## config.mk

```make
export PLATFORM = sky130hd
export DESIGN_NAME = modesys_regs
export DESIGN_NICKNAME = d
export VERILOG_FILES = /design/src/rtl/msr_pkg.sv /design/src/rtl/msr_decode.sv /design/src/rtl/msr_mode_latch.sv /design/src/rtl/msr_ctrl_reg.sv /design/src/rtl/modesys_regs.sv
export SDC_FILE = /design/constraint.sdc
export NUM_CORES = 1
export LEC_CHECK = 0
export BUFFER_PORTS_ARGS = -buffer_cell sky130_fd_sc_hd__buf_2
export CAP_MARGIN = 40
export CORE_MARGIN = 2
export CORE_UTILIZATION = 52
export DETAILED_ROUTE_END_ITERATION = 8
export HOLD_SLACK_MARGIN = 0.06
export PLACE_DENSITY = 0.83
export SKIP_LAST_GASP = 1
export SLEW_MARGIN = 0
export SYNTH_ARGS = -nofsm -noshare
export SYNTH_HDL_FRONTEND = slang
export SYNTH_SLANG_ARGS = --single-unit
```

## constraint.sdc

```tcl
create_clock -name clk -period 4.74 [get_ports clk]
set_input_delay 0.948 -clock clk [delete_from_list [all_inputs] [get_ports clk]]
set_output_delay 0.948 -clock clk [all_outputs]
set_load 0.05 [all_outputs]
```

## src/rtl/msr_pkg.sv

```systemverilog
// Package: shared types for the mode/system control register block.
// Assumes: the three register selects are mutually exclusive.
package msr_pkg;

    typedef enum logic [1:0] {
        SEL_NONE = 2'd0,
        SEL_MODE = 2'd1,
        SEL_SYS  = 2'd2,
        SEL_SYS2 = 2'd3
    } reg_sel_e;

endpackage

```

## src/rtl/msr_decode.sv

```systemverilog
// Module: msr_decode
// Maps an access address to one register select by full-width compare.
// Assumes: the three register addresses are distinct.
module msr_decode
    import msr_pkg::*;
#(
    parameter int          ADDR_W    = 16,
    parameter logic [15:0] MODE_ADDR = 16'hFF3B,
    parameter logic [15:0] SYS_ADDR  = 16'hFF39,
    parameter logic [15:0] SYS2_ADDR = 16'hFF42
) (
    input  logic [ADDR_W-1:0] addr,
    output reg_sel_e          sel
);

    // Purpose: compare every address bit against each register address.
    always_comb begin
        if (addr == ADDR_W'(MODE_ADDR))      sel = SEL_MODE;
        else if (addr == ADDR_W'(SYS_ADDR))  sel = SEL_SYS;
        else if (addr == ADDR_W'(SYS2_ADDR)) sel = SEL_SYS2;
        else                                 sel = SEL_NONE;
    end

endmodule

```

## src/rtl/msr_mode_latch.sv

```systemverilog
// Module: msr_mode_latch
// Holds the mode-pin levels captured on a capture strobe.
// Assumes: only the power-on reset clears it; the manual reset is not wired in.
module msr_mode_latch #(
    parameter int PIN_W = 3
) (
    input  logic             clk,
    input  logic             por_n,
    input  logic             cap,
    input  logic [PIN_W-1:0] pins,
    output logic [PIN_W-1:0] lat
);

    // Purpose: clear on power-on, otherwise load the pins when cap is high.
    always_ff @(posedge clk) begin
        if (!por_n)   lat <= '0;
        else if (cap) lat <= pins;
    end

endmodule

```

## src/rtl/msr_ctrl_reg.sv

```systemverilog
// Module: msr_ctrl_reg
// One byte control register, either built as storage or tied to a constant.
// Assumes: either reset returns the stored value to RST_VAL.
module msr_ctrl_reg #(
    parameter int              W       = 8,
    parameter logic [W-1:0]    RST_VAL = '0,
    parameter bit              PRESENT = 1'b1,
    parameter logic [W-1:0]    FILL    = '1
) (
    input  logic         clk,
    input  logic         por_n,
    input  logic         mrst_n,
    input  logic         we,
    input  logic [W-1:0] wdata,
    output logic [W-1:0] q
);

    generate
        if (PRESENT) begin : g_store
            logic [W-1:0] val;
            // Purpose: reset on either reset input, load on a write strobe.
            always_ff @(posedge clk) begin
                if (!por_n || !mrst_n) val <= RST_VAL;
                else if (we)           val <= wdata;
            end
            assign q = val;
        end else begin : g_absent
            logic unused_in;
            // Purpose: absent register; inputs are deliberately dropped.
            assign unused_in = ^{clk, por_n, mrst_n, we, wdata};
            assign q = FILL;
        end
    endgenerate

endmodule

```

## src/rtl/modesys_regs.sv

```systemverilog
// Module: modesys_regs (top)
// Mode register plus two system control registers on a byte bus, with
// registered read data.
// Assumes: rd_en and wr_en are single-cycle strobes; both resets are
// synchronous and active low; power-on reset dominates.
module modesys_regs
    import msr_pkg::*;
#(
    parameter int          ADDR_W       = 16,
    parameter int          DATA_W       = 8,
    parameter int          PIN_W        = 3,
    parameter logic [15:0] MODE_ADDR    = 16'hFF3B,
    parameter logic [15:0] SYS_ADDR     = 16'hFF39,
    parameter logic [15:0] SYS2_ADDR    = 16'hFF42,
    parameter logic [7:0]  SYS_RST      = 8'h01,
    parameter logic [7:0]  SYS2_RST     = 8'h00,
    parameter bit          SYS2_PRESENT = 1'b1,
    parameter logic [7:0]  SYS2_FILL    = 8'hFF
) (
    input  logic              clk,
    input  logic              por_n,
    input  logic              mrst_n,
    input  logic [ADDR_W-1:0] addr,
    input  logic              rd_en,
    input  logic              wr_en,
    input  logic [DATA_W-1:0] wdata,
    input  logic [PIN_W-1:0]  mode_pins,
    output logic [DATA_W-1:0] rdata,
    output logic [PIN_W-1:0]  mode_q
);

    localparam int PAD_W = DATA_W - 1 - PIN_W;

    reg_sel_e          sel;
    logic              mode_cap;
    logic [DATA_W-1:0] mode_word;
    logic [DATA_W-1:0] sys_q;
    logic [DATA_W-1:0] sys2_q;
    logic [DATA_W-1:0] rdata_q;

    msr_decode #(
        .ADDR_W   (ADDR_W),
        .MODE_ADDR(MODE_ADDR),
        .SYS_ADDR (SYS_ADDR),
        .SYS2_ADDR(SYS2_ADDR)
    ) u_decode (
        .addr(addr),
        .sel (sel)
    );

    // Purpose: capture the pins only on a mode read outside any reset.
    assign mode_cap = rd_en && mrst_n && (sel == SEL_MODE);

    msr_mode_latch #(.PIN_W(PIN_W)) u_mode (
        .clk  (clk),
        .por_n(por_n),
        .cap  (mode_cap),
        .pins (mode_pins),
        .lat  (mode_q)
    );

    msr_ctrl_reg #(
        .W      (DATA_W),
        .RST_VAL(DATA_W'(SYS_RST)),
        .PRESENT(1'b1),
        .FILL   ('0)
    ) u_sys (
        .clk   (clk),
        .por_n (por_n),
        .mrst_n(mrst_n),
        .we    (wr_en && (sel == SEL_SYS)),
        .wdata (wdata),
        .q     (sys_q)
    );

    msr_ctrl_reg #(
        .W      (DATA_W),
        .RST_VAL(DATA_W'(SYS2_RST)),
        .PRESENT(SYS2_PRESENT),
        .FILL   (DATA_W'(SYS2_FILL))
    ) u_sys2 (
        .clk   (clk),
        .por_n (por_n),
        .mrst_n(mrst_n),
        .we    (wr_en && (sel == SEL_SYS2)),
        .wdata (wdata),
        .q     (sys2_q)
    );

    // Purpose: the mode word shows the pins being captured on this access.
    assign mode_word = {1'b1, {PAD_W{1'b0}}, mode_pins};

    // Purpose: register read data on a read strobe; hold it otherwise.
    always_ff @(posedge clk) begin
        if (!por_n || !mrst_n) begin
            rdata_q <= '0;
        end else if (rd_en) begin
            case (sel)
                SEL_MODE: rdata_q <= mode_word;
                SEL_SYS:  rdata_q <= sys_q;
                SEL_SYS2: rdata_q <= sys2_q;
                default:  rdata_q <= '0;
            endcase
        end
    end

    assign rdata = rdata_q;

endmodule

```

Word level (Yosys, flattened, before mapping)
Index checks and enable logic that the tools add are counted.
Operators by class
  eq/ne operators: 6
  mux-type cells: 4
  reductions and logical operators: 7
Operators with widths (count)
  == test 16 bit (second input constant): 3
  one-hot mux 8 bit (3 select lines): 1
  2-to-1 mux 2 bit: 3
  == test 2 bit (second input constant): 2
  logical AND 1 bit: 4
  == test 2 x 1 -> 1 bit (second input constant): 1
  logical NOT 1 bit: 2
  logical OR 1 bit: 1
Storage, ports and cells
  flip-flop bits (word level): 27
  bits of input ports: 32
  output and inout bits: 11
  word-level logic and storage cells: 21

Depth between registers and ports, before layout
  depth in word-level cells: 6
  depth in mapped cells: 6
  gate-level depth less buffers: 5

Modules after synthesis
A second synthesis with hierarchy kept.
Second synthesis, totals
  cells, all modules: 123
  area total of the unflattened synthesis: 1237.4 µm²
By module, submodules not included
  modesys_regs: instances 1, cells an instance 50, area an instance 459.2 µm², seq. area each 160.2 µm²
  msr_ctrl_reg at u_sys: instances 1, cells an instance 26, area an instance 286.5 µm², seq. area each 160.2 µm²
  msr_ctrl_reg at u_sys2: instances 1, cells an instance 26, area an instance 285.3 µm², seq. area each 160.2 µm²
  msr_mode_latch: instances 1, cells an instance 9, area an instance 108.9 µm², seq. area each 60.1 µm²
  msr_decode: instances 1, cells an instance 12, area an instance 97.6 µm², seq. area each 0.0 µm²

Worst setup path before layout
OpenSTA, ideal clock, no wires.
  path kind: input-to-reg
  from: in addr[4]
  to: reg rdata_q[7], in the netlist rdata[7]
  setup time: 0.088 ns
  data arrival time: 2.311 ns
  data required time: 4.652 ns
  setup slack: 2.341 ns
  stages: 5
  buffers on the path: 1
  cell sequence: or4b_4 > nor4_4 > buf_6 > nand2_1 > a311oi_2
Between the ends
  word-level cells in the longest chain between the ends: 6
  elaborated cells on any way between the ends: 10
  those cells by class: eq/ne (6); mux (4)
RTL lines
  start, declared: RTL line modesys_regs.sv:23  | input logic [ADDR_W-1:0] addr,
  == test 16 bit: RTL line msr_decode.sv:20  | else if (addr == ADDR_W'(SYS2_ADDR)) sel = SEL_SYS2;
  2-to-1 mux 2 bit: RTL line msr_decode.sv:20
  2-to-1 mux 2 bit: RTL line msr_decode.sv:19  | else if (addr == ADDR_W'(SYS_ADDR)) sel = SEL_SYS;
  2-to-1 mux 2 bit (*): RTL line msr_decode.sv:18  | if (addr == ADDR_W'(MODE_ADDR)) sel = SEL_MODE;
  == test 2 bit or == test 2 x 1 -> 1 bit (tied branches): RTL line modesys_regs.sv:98  | case (sel)
  one-hot mux 8 bit (3 select lines) (*): RTL line modesys_regs.sv:98
  end signal, assigned: RTL line modesys_regs.sv:99  | SEL_MODE: rdata_q <= mode_word;
  end signal, assigned: RTL line modesys_regs.sv:100  | SEL_SYS: rdata_q <= sys_q;
  end signal, assigned: RTL line modesys_regs.sv:101  | SEL_SYS2: rdata_q <= sys2_q;
  end, declared: RTL line modesys_regs.sv:39  | logic [DATA_W-1:0] rdata_q;
Every way passes the cells marked *; elsewhere a longest branch is shown, timed or not.
A chain may end at the register's enable or synchronous reset.

Final worst setup path
  from: in addr[4]
  to: reg u_sys2.g_store.val[5], in the netlist u_sys2.q[5]
Between the ends
  word-level cells in the longest chain between the ends: 6
  elaborated cells on any way between the ends: 8
  those cells by class: eq/ne (4); mux (3); reduce/logical (1)
RTL lines
  == test 16 bit: RTL line msr_decode.sv:20
  2-to-1 mux 2 bit: RTL line msr_decode.sv:20
  2-to-1 mux 2 bit: RTL line msr_decode.sv:19
  2-to-1 mux 2 bit (*): RTL line msr_decode.sv:18
  == test 2 bit (*): RTL line modesys_regs.sv:85  | .we (wr_en && (sel == SEL_SYS2)),
  logical AND 1 bit (*): RTL line modesys_regs.sv:85
  end signal, assigned: RTL line msr_ctrl_reg.sv:24  | else if (we) val <= wdata;
  end, declared: RTL line msr_ctrl_reg.sv:20  | logic [W-1:0] val;
Marks and branches as above.

==> flow_summary.toml <==
[worst_setup_path]
rr_startpoint = "u_sys.q[1]$_SDFFE_PP0P_"
setup.reg_to_reg.worst_slack_ns = 3.76
worst_ep_arrival_time_ns = 2.91
setup.worst_path.class = "input pin to flip-flop"
worst_r2r_path_depth = 3
cp-endpoint = "u_sys2.q[5]$_SDFFE_PP0P_"
timing.critical_path.to_type = "flip-flop"
timing.rr.end = "rdata[1]$_SDFFE_PP0P_"
critPathRequiredTime_ns = 4.93
timing.critical_path.from_type = "input pin"
critical_path.max_fanout = 17
cp-startpoint = "addr[4]"

[drt]
initial_drt_pass_iterations = 4
remaining_drc_errors = 0
drt_iter0_markers = 43
vias_per_cell = 5.46
wl_per_cell_um = 13.1
routed-via-count = 1075
detail_route.wirelength_um = 2580
drt.antenna.violating_nets = 0

[yosys]
synth_warnings = 0
post-synth-top-area-fraction = 0.451
cell_area_after_synthesis_um2 = 1200
syn-mean-instance-area_um2 = 9.35
net_count_synth = 160
synth.lib_cells_used.distinct = 26
synthDominantAreaCellType = "sky130_fd_sc_hd__dfxtp_1"
yosys_register_bits = 27
yosysSeqAreaShare = 0.451
post_synth_main_area_contributors = "sky130_fd_sc_hd__dfxtp_1 (45%), sky130_fd_sc_hd__mux2i_1 (9.2%), sky130_fd_sc_hd__nor2_1 (5.0%)"
synthCells = 128

[pwr]
total_power_divided_by_cell_area_nw_per_um2 = 252
ir_worst_vdd_v = 0.000235
static-leakage-power_uw = 0.000636

[job]
cap_viol_max_count = 0

[timing]
finalClockSkew_ns = 0.00358
post-route-period-util = 0.574
final-setup-viol-count = 0
report.final.hold_viol_count = 0
finalCriticalPeriod_ns = 2.72
fmax_mhz = 368
rsz0062_at_grt = "no"
tightest_slew_ns = 0.821
drv_slew = 0
slew_headroom = 0.449
tns_ns = 0

[global_route]
grt_first_pass_wirelength_um = 4330
antenna_violations_before_repair = 0
grt_start_max_net_pins = 23
groute.usage.overall = 0.211
globalRouteOverflowTotal = 0
first_global_vias = 1024

[floorplan]
placeableCoreArea_um2 = 2190
start_util = 0.547
rows = 17
die-area_um2 = 2700
floorplan.die.height_um = 52.0
boundaryPins = 43
chipWidth_um = 52.0

[clocking]
cts_buffers = 3
clk_root_buffer_cell = "sky130_fd_sc_hd__clkbuf_4"
clock_sink_count = 27
path_clk_slew_ns = 0.14
cts_tree = "built"
htree_levels = 1
clkLatencyLatePin_ns = 0.32
clock_tree.buffer_depth = 2
post_cts_resized = 0
post-cts-setup-buffers = 0
cts-hold-fix-buffers = 0

[layout]
layout.cells.most_common_list = "sky130_fd_sc_hd__buf_2 (42), sky130_fd_sc_hd__dfxtp_1 (27), sky130_fd_sc_hd__nor2_1 (16)"
post_route_cells_drive_above_1_share = 0.320
n_antenna_cell = 0
layout.nets = 202
area_delta_synth_final_pct = 20.6
layout.cells.most_common = "sky130_fd_sc_hd__buf_2"
finalCoreUtilization = 0.659
post-route-cell-area_um2 = 1440

[hold_path]
hold_start = "u_sys2.q[7]$_SDFFE_PP0P_"
hp-class = "flip-flop to flip-flop"

[placement]
dp_hpwl_um = 1910
dpl_cell_area_um2 = 1420
gp_routability_congestion = 0.805
place.port_buffers = 42

[outcome]
status = "complete, no violations"
## metal layers
metal	vias up	track usage	routed length [µm]
met2	34	0.363	1180
met3	4	0.0287	153
met4	0	0.0746	32
met5	-	0	0
met1	486	0.269	1220
li1	551	-	-
## stage by stage
step	std cells	hold WS (ns)	setup WS [ns]	total power, µW
after floorplan	128	0.436	2.34	252
after global placement	193	0.433	1.74	271
after detailed placement	193	0.438	1.69	271
after CTS	197	0.467	2.04	365
after global routing	197	0.493	1.84	380
final	197	0.467	2.02	364
## state kept, by name, indices dropped and copies added, names as in the netlist
name        cells
u_sys.q         8
u_sys2.q        8
u_mode.lat      3
rdata           8
## how the worst min path moves through the flow
stage | to | slack [ns] | depth (start not counted)
floorplan | u_sys2.q[3]$_SDFFE_PP0P_ | 0.44 | 2
global placement | rdata[0]$_SDFFE_PP0P_ | 0.43 | 2
detailed placement | rdata[1]$_SDFFE_PP0P_ | 0.44 | 2
CTS | u_sys2.q[7]$_SDFFE_PP0P_ | 0.47 | 2
global route | rdata[0]$_SDFFE_PP0P_ | 0.49 | 2
finish | u_sys2.q[7]$_SDFFE_PP0P_ | 0.47 | 2
## synthesized netlist by cell type, drive strengths merged
library cell	number
nand2	14
buf	1
mux2i	11
clkbuf	4
a311oi	1
nor2	16
a221oi	4
nor3	5
nor4	3
nand4bb	2
inv	1
mux2	2
nand3b	1
a211oi	1
o21a	1
a21oi	9
nand3	10
dfxtp	27
nor2b	4
o21ai	3
a32oi	1
or4b	2
nand4	3
a22oi	2
## cell families (layout without fill, tap and decap cells)
| family | Yosys count | after routing | synth area share |
|---|---|---|---|
| simple gates | 60 | 60 | 0.284 |
| flops | 27 | 27 | 0.451 |
| compound gates | 22 | 22 | 0.129 |
| mux | 13 | 13 | 0.111 |
| buf+inv | 6 | 47 | 0.0251 |
## worst max-delay path, stage by stage
cell                      delay (ns)
sky130_fd_sc_hd__buf_2          0.11
sky130_fd_sc_hd__or4b_4         0.55
sky130_fd_sc_hd__nor4_4         0.71
sky130_fd_sc_hd__nand2_1        0.36
sky130_fd_sc_hd__nand2_1        0.15
sky130_fd_sc_hd__a21oi_1        0.08
## layout make-up
class,instances,area [µm²]
sequential,27,541
fill,192,747
multi-input combinational,95,627
timing repair buffer,42,210
tap,28,35.0
clock inverter,1,5.00
inverter,1,3.75
clock buffer,3,22.5
## where the power goes
group          total (µW)  internal [µW]  switching (µW)
sequential            229            228           0.553
combinational        37.8           15.5            22.3
clock                97.5           31.6            65.8
total                 364            275            88.7
Power figures use the tool's default switching activity.
